===== src/rtl/shadow_upload_pkg.sv =====
package shadow_upload_pkg;
  localparam int NREG = 10;
  localparam int NSRC = 5;

  typedef enum logic [2:0] {
    EV_NONE, EV_PORTA, EV_PORTB, EV_UNIT2, EV_WINDOW, EV_LINE
  } evClass_e;

  // byte offset of register index
  function automatic logic [7:0] regOffset(int idx);
    if (idx < 8) return 8'(8'h50 + 4 * idx);
    return 8'(8'h74 + 4 * (idx - 8));
  endfunction

  function automatic evClass_e regClass(int idx);
    case (idx)
      0:       return EV_NONE;
      1:       return EV_PORTA;
      2:       return EV_PORTB;
      3:       return EV_UNIT2;
      6, 7:    return EV_LINE;
      default: return EV_WINDOW;
    endcase
  endfunction

  typedef struct packed {
    logic [NREG-1:0] wrSel;
    logic [NREG-1:0] commit;
  } strobe_t;
endpackage


===== src/rtl/shadow_upload_ctrl.sv =====
module shadow_upload_ctrl
  import shadow_upload_pkg::*;
#(
  parameter int AW = 8
) (
  input  logic            clk,
  input  logic            rstN,
  input  logic            procEn,
  input  logic            wrEn,
  input  logic [AW-1:0]   wrAddr,
  input  logic [NSRC-1:0] rawSync,
  input  logic [1:0]      edgeSel,
  output strobe_t         strobe,
  output logic [NSRC-1:0] evt,
  output logic            staticHazard
);
  logic [NSRC-1:0] syncQ, prevQ, riseEv, fallEv;

  for (genvar s = 0; s < NSRC; s++) begin : g_edge
    always_ff @(posedge clk or negedge rstN) begin
      if (!rstN) begin
        syncQ[s] <= 1'b0;
        prevQ[s] <= 1'b0;
      end else begin
        syncQ[s] <= rawSync[s];
        prevQ[s] <= syncQ[s];
      end
    end
    assign riseEv[s] = syncQ[s] & ~prevQ[s];
    assign fallEv[s] = ~syncQ[s] & prevQ[s];
  end

  always_comb begin
    evt[0] = edgeSel[0] ? fallEv[0] : riseEv[0];
    evt[1] = edgeSel[1] ? fallEv[1] : riseEv[1];
    evt[2] = fallEv[2];
    evt[3] = fallEv[3];
    evt[4] = riseEv[4];
  end

  always_comb begin
    for (int i = 0; i < NREG; i++) begin
      strobe.wrSel[i] = wrEn && (wrAddr == AW'(regOffset(i)));
      case (regClass(i))
        EV_PORTA:  strobe.commit[i] = evt[0];
        EV_PORTB:  strobe.commit[i] = evt[1];
        EV_UNIT2:  strobe.commit[i] = evt[2];
        EV_WINDOW: strobe.commit[i] = evt[3];
        EV_LINE:   strobe.commit[i] = evt[4];
        default:   strobe.commit[i] = 1'b0;
      endcase
    end
  end

  always_ff @(posedge clk or negedge rstN) begin
    if (!rstN) staticHazard <= 1'b0;
    else       staticHazard <= strobe.wrSel[0] && procEn;
  end


  for (genvar s = 0; s < NSRC; s++) begin : g_pulse_chk
    evt_one_cycle_chk: assert property (@(posedge clk) disable iff (!rstN)
      evt[s] |=> !evt[s]);
  end


  hazard_single_chk: assert property (@(posedge clk) disable iff (!rstN)
    staticHazard |=> !staticHazard || $past(wrEn && procEn));
endmodule


===== src/rtl/shadow_upload_regs.sv =====
module shadow_upload_regs
  import shadow_upload_pkg::*;
#(
  parameter int AW = 8,
  parameter int DW = 32
) (
  input  logic             clk,
  input  logic             rstN,
  input  strobe_t          strobe,
  input  logic [DW-1:0]    wrData,
  input  logic [AW-1:0]    rdAddr,
  output logic [DW-1:0]    rdData,
  output logic [NREG*DW-1:0] activeFlat,
  output logic [NREG-1:0]  pending,
  output logic [1:0]       edgeSel
);
  logic [DW-1:0] stageQ  [NREG];
  logic [DW-1:0] activeQ [NREG];

  for (genvar i = 0; i < NREG; i++) begin : g_reg
    if (i == 0) begin : g_static
      always_ff @(posedge clk or negedge rstN) begin
        if (!rstN) begin
          stageQ[i]  <= '0;
          activeQ[i] <= '0;
        end else if (strobe.wrSel[i]) begin
          stageQ[i]  <= wrData;
          activeQ[i] <= wrData;
        end
      end
      assign pending[i] = 1'b0;
    end else begin : g_shadow
      logic pendQ;
      always_ff @(posedge clk or negedge rstN) begin
        if (!rstN) begin
          stageQ[i]  <= '0;
          activeQ[i] <= '0;
          pendQ      <= 1'b0;
        end else begin
          if (strobe.commit[i] && pendQ) activeQ[i] <= stageQ[i];
          if (strobe.wrSel[i]) begin
            stageQ[i] <= wrData;
            pendQ     <= 1'b1;
          end else if (strobe.commit[i]) begin
            pendQ <= 1'b0;
          end
        end
      end
      assign pending[i] = pendQ;


      active_hold_chk: assert property (@(posedge clk) disable iff (!rstN)
        !strobe.commit[i] |=> $stable(activeQ[i]));

      pend_set_chk: assert property (@(posedge clk) disable iff (!rstN)
        strobe.wrSel[i] |=> pendQ);

      collide_keep_chk: assert property (@(posedge clk) disable iff (!rstN)
        (strobe.commit[i] && strobe.wrSel[i] && pendQ) |=> activeQ[i] == $past(stageQ[i]));
    end
    assign activeFlat[i*DW +: DW] = activeQ[i];
  end

  assign edgeSel = activeQ[0][1:0];

  always_comb begin
    rdData = '0;
    for (int i = 0; i < NREG; i++)
      if (rdAddr == AW'(regOffset(i))) rdData = stageQ[i];
  end


  static_now_chk: assert property (@(posedge clk) disable iff (!rstN)
    strobe.wrSel[0] |=> activeQ[0] == $past(wrData));
endmodule


===== src/rtl/shadow_upload.sv =====
module shadow_upload
  import shadow_upload_pkg::*;
#(
  parameter int AW = 8,
  parameter int DW = 32
) (
  input  logic               clk,
  input  logic               rstN,
  input  logic               procEn,
  input  logic               wrEn,
  input  logic [AW-1:0]      wrAddr,
  input  logic [DW-1:0]      wrData,
  input  logic [AW-1:0]      rdAddr,
  output logic [DW-1:0]      rdData,
  input  logic               vsA,
  input  logic               vsB,
  input  logic               vGate2,
  input  logic               vGate1,
  input  logic               hGate1,
  output logic [NREG*DW-1:0] activeFlat,
  output logic [NREG-1:0]    pending,
  output logic               evtPortA,
  output logic               evtPortB,
  output logic               evtUnit2Done,
  output logic               evtWindowDone,
  output logic               evtLineDone,
  output logic               staticHazard
);
  strobe_t         strobe;
  logic [NSRC-1:0] evt;
  logic [1:0]      edgeSel;

  shadow_upload_ctrl #(.AW(AW)) u_ctrl (
    .clk(clk), .rstN(rstN), .procEn(procEn), .wrEn(wrEn), .wrAddr(wrAddr),
    .rawSync({hGate1, vGate1, vGate2, vsB, vsA}), .edgeSel(edgeSel),
    .strobe(strobe), .evt(evt), .staticHazard(staticHazard)
  );

  shadow_upload_regs #(.AW(AW), .DW(DW)) u_regs (
    .clk(clk), .rstN(rstN), .strobe(strobe), .wrData(wrData), .rdAddr(rdAddr),
    .rdData(rdData), .activeFlat(activeFlat), .pending(pending), .edgeSel(edgeSel)
  );

  assign evtPortA      = evt[0];
  assign evtPortB      = evt[1];
  assign evtUnit2Done  = evt[2];
  assign evtWindowDone = evt[3];
  assign evtLineDone   = evt[4];
endmodule


===== config.mk =====
export PLATFORM = sky130hd
export DESIGN_NAME = shadow_upload
export DESIGN_NICKNAME = d
export VERILOG_FILES = /design/src/rtl/shadow_upload_pkg.sv /design/src/rtl/shadow_upload_ctrl.sv /design/src/rtl/shadow_upload_regs.sv /design/src/rtl/shadow_upload.sv
export SDC_FILE = /design/constraint.sdc
export NUM_CORES = 1
export LEC_CHECK = 0
export ABC_CLOCK_PERIOD_IN_PS = 2600
export CORE_MARGIN = 2
export CORE_UTILIZATION = 50
export CTS_CLUSTER_DIAMETER = 200
export DETAILED_ROUTE_END_ITERATION = 10
export PLACE_DENSITY = 0.77
export SYNTH_ARGS = -nofsm -noshare
export SYNTH_HDL_FRONTEND = slang
export SYNTH_HIERARCHICAL = 1
export SYNTH_SLANG_ARGS = --single-unit
export TNS_END_PERCENT = 10

===== constraint.sdc =====
create_clock -name clk -period 2.6 [get_ports clk]
set_clock_uncertainty 0.15 [all_clocks]
set_input_delay 0.65 -clock clk [delete_from_list [all_inputs] [get_ports clk]]
set_output_delay 0.65 -clock clk [all_outputs]
set_load 0.1 [all_outputs]

Yosys cells after proc, flatten, opt, wreduce, memory -nomap -nowiden
Cells that the tools add are included.
{"block": "op_classes", "n_eq_ne": 20, "mux": 26, "bitwise": 14, "n_reduce_logical": 29}
{"operator": "$mux W32", "count": 10}
{"operator": "$eq A8 B7 Y1 const B", "count": 20}
{"operator": "$logic_and A1 B1 Y1", "count": 20}
{"operator": "$reduce_bool A2 Y1", "count": 9}
{"operator": "$mux W1", "count": 16}
{"operator": "$and A1 B1 Y1", "count": 7}
{"operator": "$not A1 Y1", "count": 7}
{"block": "totals", "ff_bits": 628, "input_bits": 57, "out_inout_bits": 368, "word_cells": 128}

Longest topological paths before layout
Gate-level depths: netlist of the first run.
{"block": "depth", "word_depth": 11, "depth_mapped": 8, "mapped_depth_nobuf": 5}

Modules after synthesis
The synthesis of the first run kept the hierarchy.
{"module": "shadow_upload_regs", "instances": 1, "cells_each": 1855, "area_per_inst_um2": 26216.4, "seq_area_each_um2": 15439.8}
{"module": "shadow_upload_ctrl", "instances": 1, "cells_each": 51, "area_per_inst_um2": 558.0, "seq_area_each_um2": 275.3}

Worst setup path before layout of the first run
No wires, ideal clock.
{"block": "synth_path", "kind": "input port to output port", "start": "in rdAddr[5]", "end": "out rdData[21]", "arrival_time_ps": 3123, "required_ps": 1800, "path_slack_ps": -1323, "cell_stages": 6, "n_path_buf": 1, "cell_sequence": "nand4bb_1 nor2_2 buf_2 o2bb2ai_1 a21oi_1 a21oi_1"}
{"block": "synth_via", "elab_chain_cells": 11, "elab_cells_between_ends": 20, "classes_between": "10 x eq/ne; 10 x mux"}
{"element": "from (decl)", "line": "shadow_upload.sv:13", "text": "input logic [AW-1:0] rdAddr,"}
{"element": "$eq A8 B7 Y1", "line": "shadow_upload_regs.sv:69", "text": "if (rdAddr == AW'(regOffset(i))) rdData = stageQ[i];"}
{"element": "$mux W32 (9 in a row)", "line": "shadow_upload_regs.sv:69"}
{"element": "$mux W32 (*)", "line": "shadow_upload_regs.sv:69"}
{"element": "to (decl)", "line": "shadow_upload.sv:14", "text": "output logic [DW-1:0] rdData,"}
Mark *: on every way between the ends. The rest lies on a longest branch, timed or not.

Worst setup path in the final report of the first run
{"block": "layout_path", "start": "reg u_regs/stageQ[216] (netlist name)", "end": "out rdData[24]"}
{"block": "layout_via", "elab_chain_cells": 7}
{"element": "from (decl)", "line": "shadow_upload_regs.sv:17", "text": "logic [DW-1:0] stageQ [NREG];"}
{"element": "from (signal, indexed assignment)", "line": "shadow_upload_regs.sv:42", "text": "stageQ[i] <= wrData;"}
{"element": "$mux W32 (7 in a row)", "line": "shadow_upload_regs.sv:69"}
Every way passes these cells.

==> metrics.md, run 1 <==
| Metric | Value |
|---|---|
| Crit path time final | `around 3.3 ns` |
| Pin count of the biggest net entering global routing | `76` |
| Place WS | `-1.135 ns` |
| PwrDens | `592.6 mW/mm^2` |
| Met1 usage | `about two fifths` |
| CP endpoint kind | `primary output` |
| Hpwl dp | `approximately 66 mm` |
| Critical Path RT | `between 1.5 and 2 ns` |
| Slew @ Worst Pin | `between 0.6 and 0.7 ns` |
| Rows | `84` |
| Period Utilization, post-route | `126.3%` |
| Synthesis-to-finish area growth | `35.56%` |
| Non-Filler Instances | `3,183` |
| Met3 Use GR | `between 8 and 9%` |
| Fin nets | `2,505` |
| CTS tree | `done` |
| Vias per inst | `6.060` |
| Drt wl/cell | `roughly 29 um` |
| Status | `finished, violations left` |
| R2R setup slack | `~0.5 ns` |
| Skew-Pair Late Insertion Delay | `0.61 ns` |
| FF-to-FF End | `u_regs/activeFlat[48]$_DFFE_PN0P_` |
| Longest Clk Path Bufs | `3` |
| Worst path buffer plus inverter count | `1` |
| DRT iter0 DRCs | `roughly 1,600` |
| CTS sink cnt | `approximately 630` |
| Mapped Area | `roughly 0.027 sq mm` |
| Worst path max stage delay | `~0.55 ns` |
| Max VDD drop | `~630 uV` |
| CP Cell Sequence | `mux4_2 > a22oi_2 > o21ai_1 > a31oi_2 > o211ai_1 > buf_12` |
| Max Clk Rate | `slightly above 300 MHz` |
| Ports | `approximately 430` |
| R2R cell count | `6` |
| Failing checks | `setup timing` |
| Port bufs | `423` |
| First-pass GRT wire length | `approximately 140 mm` |
| Syn Inst Count | `approximately 1,900` |
| Share of cells above drive strength 1 | `between 50 and 60%` |
| Beginning of the worst hold path | `u_ctrl/syncQ[4]$_DFF_PN0_` |
| Placed Cells | `about 3,100` |
| Grt total ovfl | `0` |
| Core footprint | `around 0.053 sq mm` |
| Initial antenna violation count | `4` |
| Die X | `~240 um` |
| Crit Reg-Reg Startpoint | `u_regs/activeFlat[0]$_DFFE_PN0P_` |
| Initial Util | `approximately 51%` |
| Number of routed nets with antenna violations | `0` |
| Final Max Slew Viols | `0` |
| Crit. Startpoint | `u_regs/stageQ[216]$_DFFE_PN0P_` |
| Via Count | `just under 20,000` |
| Die ar. | `between 0.05 and 0.06 sq mm` |
| Grt peak-use layer | `met2` |
| Placer Congestion | `approximately 0.94` |
| Dpl cell area | `around 0.033 sq mm` |
| Clk slew on worst S/H paths | `~0.060 ns` |
| Crit-path max FO | `2` |
| Vias in the first global route | `20,610` |
| Worst hold slack | `roughly 0.23 ns` |
| Met2 usage | `between 50% and 60%` |
| # setup viols final | `32` |
| Clock root cell | `clkbuf_16` |
| Drt pass-1 iters | `7` |
| GRT Total Usage | `33.60%` |
| CTS Buf Count | `67` |
| # H-tree levels | `3` |
| Slew HR | `between 50% and 60%` |
| Routed wire length | `93.75 mm` |
| Residual DRC | `0` |
| Pleak | `approximately 18 nW` |
| Die H | `about 240 um` |
| Arr. time, crit path | `2.48 ns` |
| Worst setup endpoint | `rdData[24]` |
| Unrepaired setup endpoints after global routing | `true` |
| Cell area after layout | `0.03628 sq mm` |
| CP Class | `reg2out` |
| Final hold vios | `0` |
| Mean Syn Cell Area | `about 14 sq um` |
| Family with the most delay on the worst path | `compound AO/OA/AOI/OAI gates` |
| Worst setup slack after layout | `-0.6848 ns` |
| Max-cap violations | `0` |
| Hold WC Path Type | `reg2reg` |
| Syn Nets | `around 2,000` |
| Total power | `between 20 and 25 mW` |
| Startpoint Class | `flop` |
| CP Depth | `6` |
| Synth warn | `6` |
| Worst path slowest cell | `mux4_2` |
==> report_power, final <==
group	internal, mW	switching, mW	total (mW)
registers	10.1	0.265	10.3
clock network	5.35	3.90	9.24
logic	0.688	1.25	1.94
total	16.1	5.41	21.5
==> worst register-to-register path: cells and delay by family, from the launching register on <==
family / cells / cell delay [ns]
AOI/OAI and AO/OA: 1 / 0.12
buffers and inverters: 2 / 0.67
DFF: 1 / 0.42
muxes: 1 / 0.47
and+or+nand+nor: 2 / 0.16
==> stage by stage <==
stage	TNS (ns)	util, %
detailed placement	-105.83	63.47
CTS	-19.09	68.35
finish	-17.49	68.77
global placement	-94.92	63.47
floorplan	-119.58	-
global route	-18.53	68.77
==> cell type report <==
type	instances	area (sq um)
Timing Repair Buffer	653	6411
Antenna cell	2	5.005
Tap cell	688	860.8
Clock inverter	11	97.59
Multi-Input combinational cell	1083	11150
Clock buffer	103	1984
Fill cell	3605	16480
Sequential cell	628	15720
Inverter	15	56.30
==> flip-flops by register name, summed over array words and instances, names as in the netlist <==
name,cells
u_ctrl/syncQ,5
u_regs/stageQ,288
u_regs/activeFlat,320
u_regs/g.g_shadow.pendQ,9
u_ctrl/staticHazard,1
u_ctrl/prevQ,5
==> worst min path at each step <==
| stage | end | slack, ns | depth (start not counted) |
|---|---|---|---|
| finish | u_ctrl/prevQ[4]$_DFF_PN0_ | 0.23 | 0 |
| CTS | u_ctrl/prevQ[3]$_DFF_PN0_ | 0.23 | 0 |
| detailed placement | u_ctrl/prevQ[3]$_DFF_PN0_ | 0.22 | 0 |
| global placement | u_ctrl/prevQ[4]$_DFF_PN0_ | 0.21 | 0 |
| global route | u_ctrl/prevQ[4]$_DFF_PN0_ | 0.24 | 0 |
| floorplan | u_ctrl/prevQ[0]$_DFF_PN0_ | 0.20 | 0 |
==> routing by layer <==
| metal | part of all wire [%] | vias to the layer above | wire length (um) |
|---|---|---|---|
| li1 | - | 7957 | - |
| met1 | 38 | 10160 | 36080 |
| met2 | 48 | 912 | 45090 |
| met3 | 7.9 | 259 | 7391 |
| met4 | 5.5 | 4 | 5171 |
| met5 | 0.027 | - | 25 |
==> cell usage in the layout (no fill, tap or decap), types with 12 or more instances in the layout <==
| cell type | n |
|---|---|
| clkbuf_8 | 13 |
| a21oi_4 | 24 |
| o21ai_4 | 13 |
| dfrtp_1 | 628 |
| clkbuf_16 | 70 |
| o21ai_0 | 14 |
| clkdlybuf4s50_1 | 47 |
| nand2_2 | 14 |
| a21oi_2 | 16 |
| buf_4 | 481 |
| buf_6 | 12 |
| buf_12 | 101 |
| o22ai_2 | 15 |
| nand3_1 | 23 |
| nor2b_1 | 21 |
| a21oi_1 | 24 |
| mux2_2 | 603 |
| inv_1 | 15 |
| nor2_1 | 12 |
| clkbuf_1 | 21 |
| o22ai_1 | 24 |
| nand2_1 | 37 |
| mux2i_1 | 33 |
==> what timing repair did <==
| item | in CTS | in global routing |
|---|---|---|
| cloned | 2 | 1 |
| hold buffers | 1 | 0 |
| endpoints found under the setup margin | 32 | 33 |
| gates resized for setup | 93 | 55 |
| setup buffers | 8 | 5 |
| pin swaps | 39 | 18 |
| endpoints found under the hold margin | 29 | 0 |
Note: power is estimated with default switching activity, not from simulation.
==> run 2: changes to the inputs <==
- CAP_MARGIN: unset -> 20
- SKIP_LAST_GASP: unset -> 1
==> run 2 against run 1 <==
Against the previous run:
- the run still ends with setup timing left
- total power shrank 0.23%
- critical path depth is the same
- combinational power is essentially flat
- flip-flop and latch count is the same
- die area is the same
- worst hold slack gained 0.0014 ns
- clock-buffer cell count is the same
- maximum frequency shrank 0.76%
- wire length shrank 0.60%
- sequential share of layout area grew 0.29 points
- cell area shrank 0.67%
==> metrics.md, run 2 (synthesis results as in run 1) <==
| Metric | Value |
|---|---|
| Grt total ovfl | `0` |
| Final hold vios | `0` |
| Die X | `235.4 um` |
| R2R setup slack | `0.50 ns` |
| Family with the most delay on the worst path | `compound AO/OA/AOI/OAI gates` |
| Critical Path RT | `~1.8 ns` |
| Skew-Pair Late Insertion Delay | `0.60 ns` |
| Max-cap violations | `0` |
| Pin count of the biggest net entering global routing | `76` |
| Longest Clk Path Bufs | `3` |
| Clk slew on worst S/H paths | `~0.060 ns` |
| Routed wire length | `93.19 mm` |
| Period Utilization, post-route | `127.3%` |
| Worst path max stage delay | `between 0.5 and 0.6 ns` |
| Share of cells above drive strength 1 | `slightly below 60%` |
| Failing checks | `setup timing` |
| Drt pass-1 iters | `5` |
| Max Clk Rate | `302.1 MHz` |
| Placer Congestion | `between 0.9 and 1` |
| Initial Util | `50.73%` |
| Max reg flops | `between 300 and 400` |
| # setup viols final | `32` |
| Initial antenna violation count | `3` |
| Clock group share of total power | `43.0%` |
| Die ar. | `approximately 0.055 sq mm` |
| Most frequent cells in the layout | `dfrtp_1 (628), mux2_2 (604), buf_4 (482)` |
| CTS Buf Count | `67` |
| Combinational Power Share | `about 9.0%` |
| Ports | `approximately 430` |
| CP Class | `reg2out` |
| Port bufs | `between 400 and 500` |
| Startpoint Class | `flop` |
| Status | `finished, violations left` |
| Most common cell after layout, fill and taps aside | `dfrtp_1` |
| Die H | `roughly 240 um` |
| GRT Total Usage | `33.50%` |
| Hpwl dp | `between 60 and 70 mm` |
| Fin util | `between 60 and 70%` |
| Drt wl/cell | `approximately 29 um` |
| Clock root cell | `clkbuf_16` |
| Via Count | `between 15,000 and 20,000` |
| Hold WC Path Type | `reg2reg` |
| Max VDD drop | `631.6 uV` |
| Worst path buffer plus inverter count | `1` |
| CTS sink cnt | `around 630` |
| CP Cell Sequence | `mux4_2 > a22oi_2 > o21ai_1 > a31oi_2 > o211ai_1 > buf_12` |
| Sw frac | `25.06%` |
| Int Power | `about 16 mW` |
| Final Max Slew Viols | `0` |
| Worst path slowest cell | `mux4_2` |
| Vias per inst | `roughly 6.1` |
| Fin nets | `approximately 2,500` |
| Synthesis-to-finish area growth | `34.66%` |
| Rows | `84` |
| Part of the power in registers | `about 48%` |
| Unrepaired setup endpoints after global routing | `true` |
| Slew HR | `between 50% and 60%` |
| # H-tree levels | `3` |
| Pleak | `between 15 and 20 nW` |
| Number of routed nets with antenna violations | `0` |
| First-pass GRT wire length | `between 100 and 150 mm` |
| DRT iter0 DRCs | `between 1,500 and 2,000` |
| Crit path time final | `3.310 ns` |
| Total power | `approximately 21 mW` |
| PwrDens | `595.2 mW/mm^2` |
| Worst setup slack after layout | `-0.7100 ns` |
| P_sw | `5.377 mW` |
| Crit-path max FO | `2` |
| Arr. time, crit path | `approximately 2.5 ns` |
| Residual DRC | `0` |
| CTS tree | `done` |
| Vias in the first global route | `between 20,000 and 25,000` |
| Slew @ Worst Pin | `0.6778 ns` |
| Core footprint | `0.05276 sq mm` |
| CP endpoint kind | `primary output` |
==> run 2: cell count changes in the layout (fill, tap and decap cells not counted), sizes merged <==
cell / before / now
clkbuf: 104 / 103
diode: 2 / 1
buf: 603 / 599
==> run 2: worst register-to-register path: stages, from the launching register on <==
cell,delay (ns)
dfrtp_1,0.42
buf_4,0.18
nand2_1,0.09
o22ai_2,0.12
nand2_2,0.07
buf_4,0.49
mux2_2,0.47
==> run 2: through the flow <==
stage | setup TNS (ns) | hold WS (ns) | std cells | area [sq um] | setup slack, ns
floorplan | -119.58 | 0.1965 | 1904 | 27470 | -1.168
global placement | -94.92 | 0.2083 | 3053 | 33490 | -1.111
detailed placement | -105.83 | 0.2204 | 3053 | 33490 | -1.135
CTS | -19.74 | 0.2322 | 3178 | 35960 | -0.6948
global route | -19.53 | 0.2394 | 3177 | 36040 | -0.7139
finish | -18.06 | 0.2265 | 3177 | 36040 | -0.7100
==> run 2: timing repair <==
action | in CTS | in global routing
setup buffers | 8 | 1
gates resized for setup | 73 | 33
cloned | 2 | 0
endpoints found under the hold margin | 29 | 0
hold buffers | 1 | 0
endpoints found under the setup margin | 32 | 33
pin swaps | 20 | 14
==> run 2: worst paths after layout <==
| path | end | depth (start not counted) | from |
|---|---|---|---|
| max in group asynchronous | u_regs/activeFlat[284]$_DFFE_PN0P_ | 3 | rstN |
| worst min-delay path | u_ctrl/prevQ[4]$_DFF_PN0_ | 0 | u_ctrl/syncQ[4]$_DFF_PN0_ |
| worst max-delay path | rdData[24] | 6 | u_regs/stageQ[216]$_DFFE_PN0P_ |
| worst max register to register | u_regs/activeFlat[50]$_DFFE_PN0P_ | 6 | u_regs/activeFlat[0]$_DFFE_PN0P_ |
| min in group asynchronous | u_regs/activeFlat[60]$_DFFE_PN0P_ | 2 | rstN |
| worst min register to register | u_ctrl/prevQ[4]$_DFF_PN0_ | 0 | u_ctrl/syncQ[4]$_DFF_PN0_ |
==> run 2: per-layer routing <==
metal / GRT usage [%] / wire, um / up-vias
met5: 0 / 22 / -
met4: 17.45 / 5032 / 4
met3: 7.470 / 7461 / 251
met2: 54.83 / 44910 / 1003
met1: 41.93 / 35760 / 10060
li1: - / - / 7957
==> run 2: power groups by stage <==
| stage | Combinational (mW) | Sequential (mW) | Clock [mW] |
|---|---|---|---|
| finish | 1.92 | 10.3 | 9.22 |
| global route | 2.01 | 10.3 | 9.74 |
| CTS | 1.92 | 10.3 | 9.33 |
| detailed placement | 1.87 | 10.5 | 0 |
| global placement | 1.83 | 10.5 | 0 |
| floorplan | 0.847 | 10.6 | 0 |
==> run 2: cell type report <==
type | instances | area, sq um
flip-flops and latches | 628 | 15720
multi-input cells | 1083 | 11000
repair buffers | 648 | 6327
fillers | 3633 | 16720
inverters | 15 | 56.30
diodes | 1 | 2.502
clock inverters | 11 | 97.59
clock buffers | 103 | 1984
well taps | 688 | 860.8
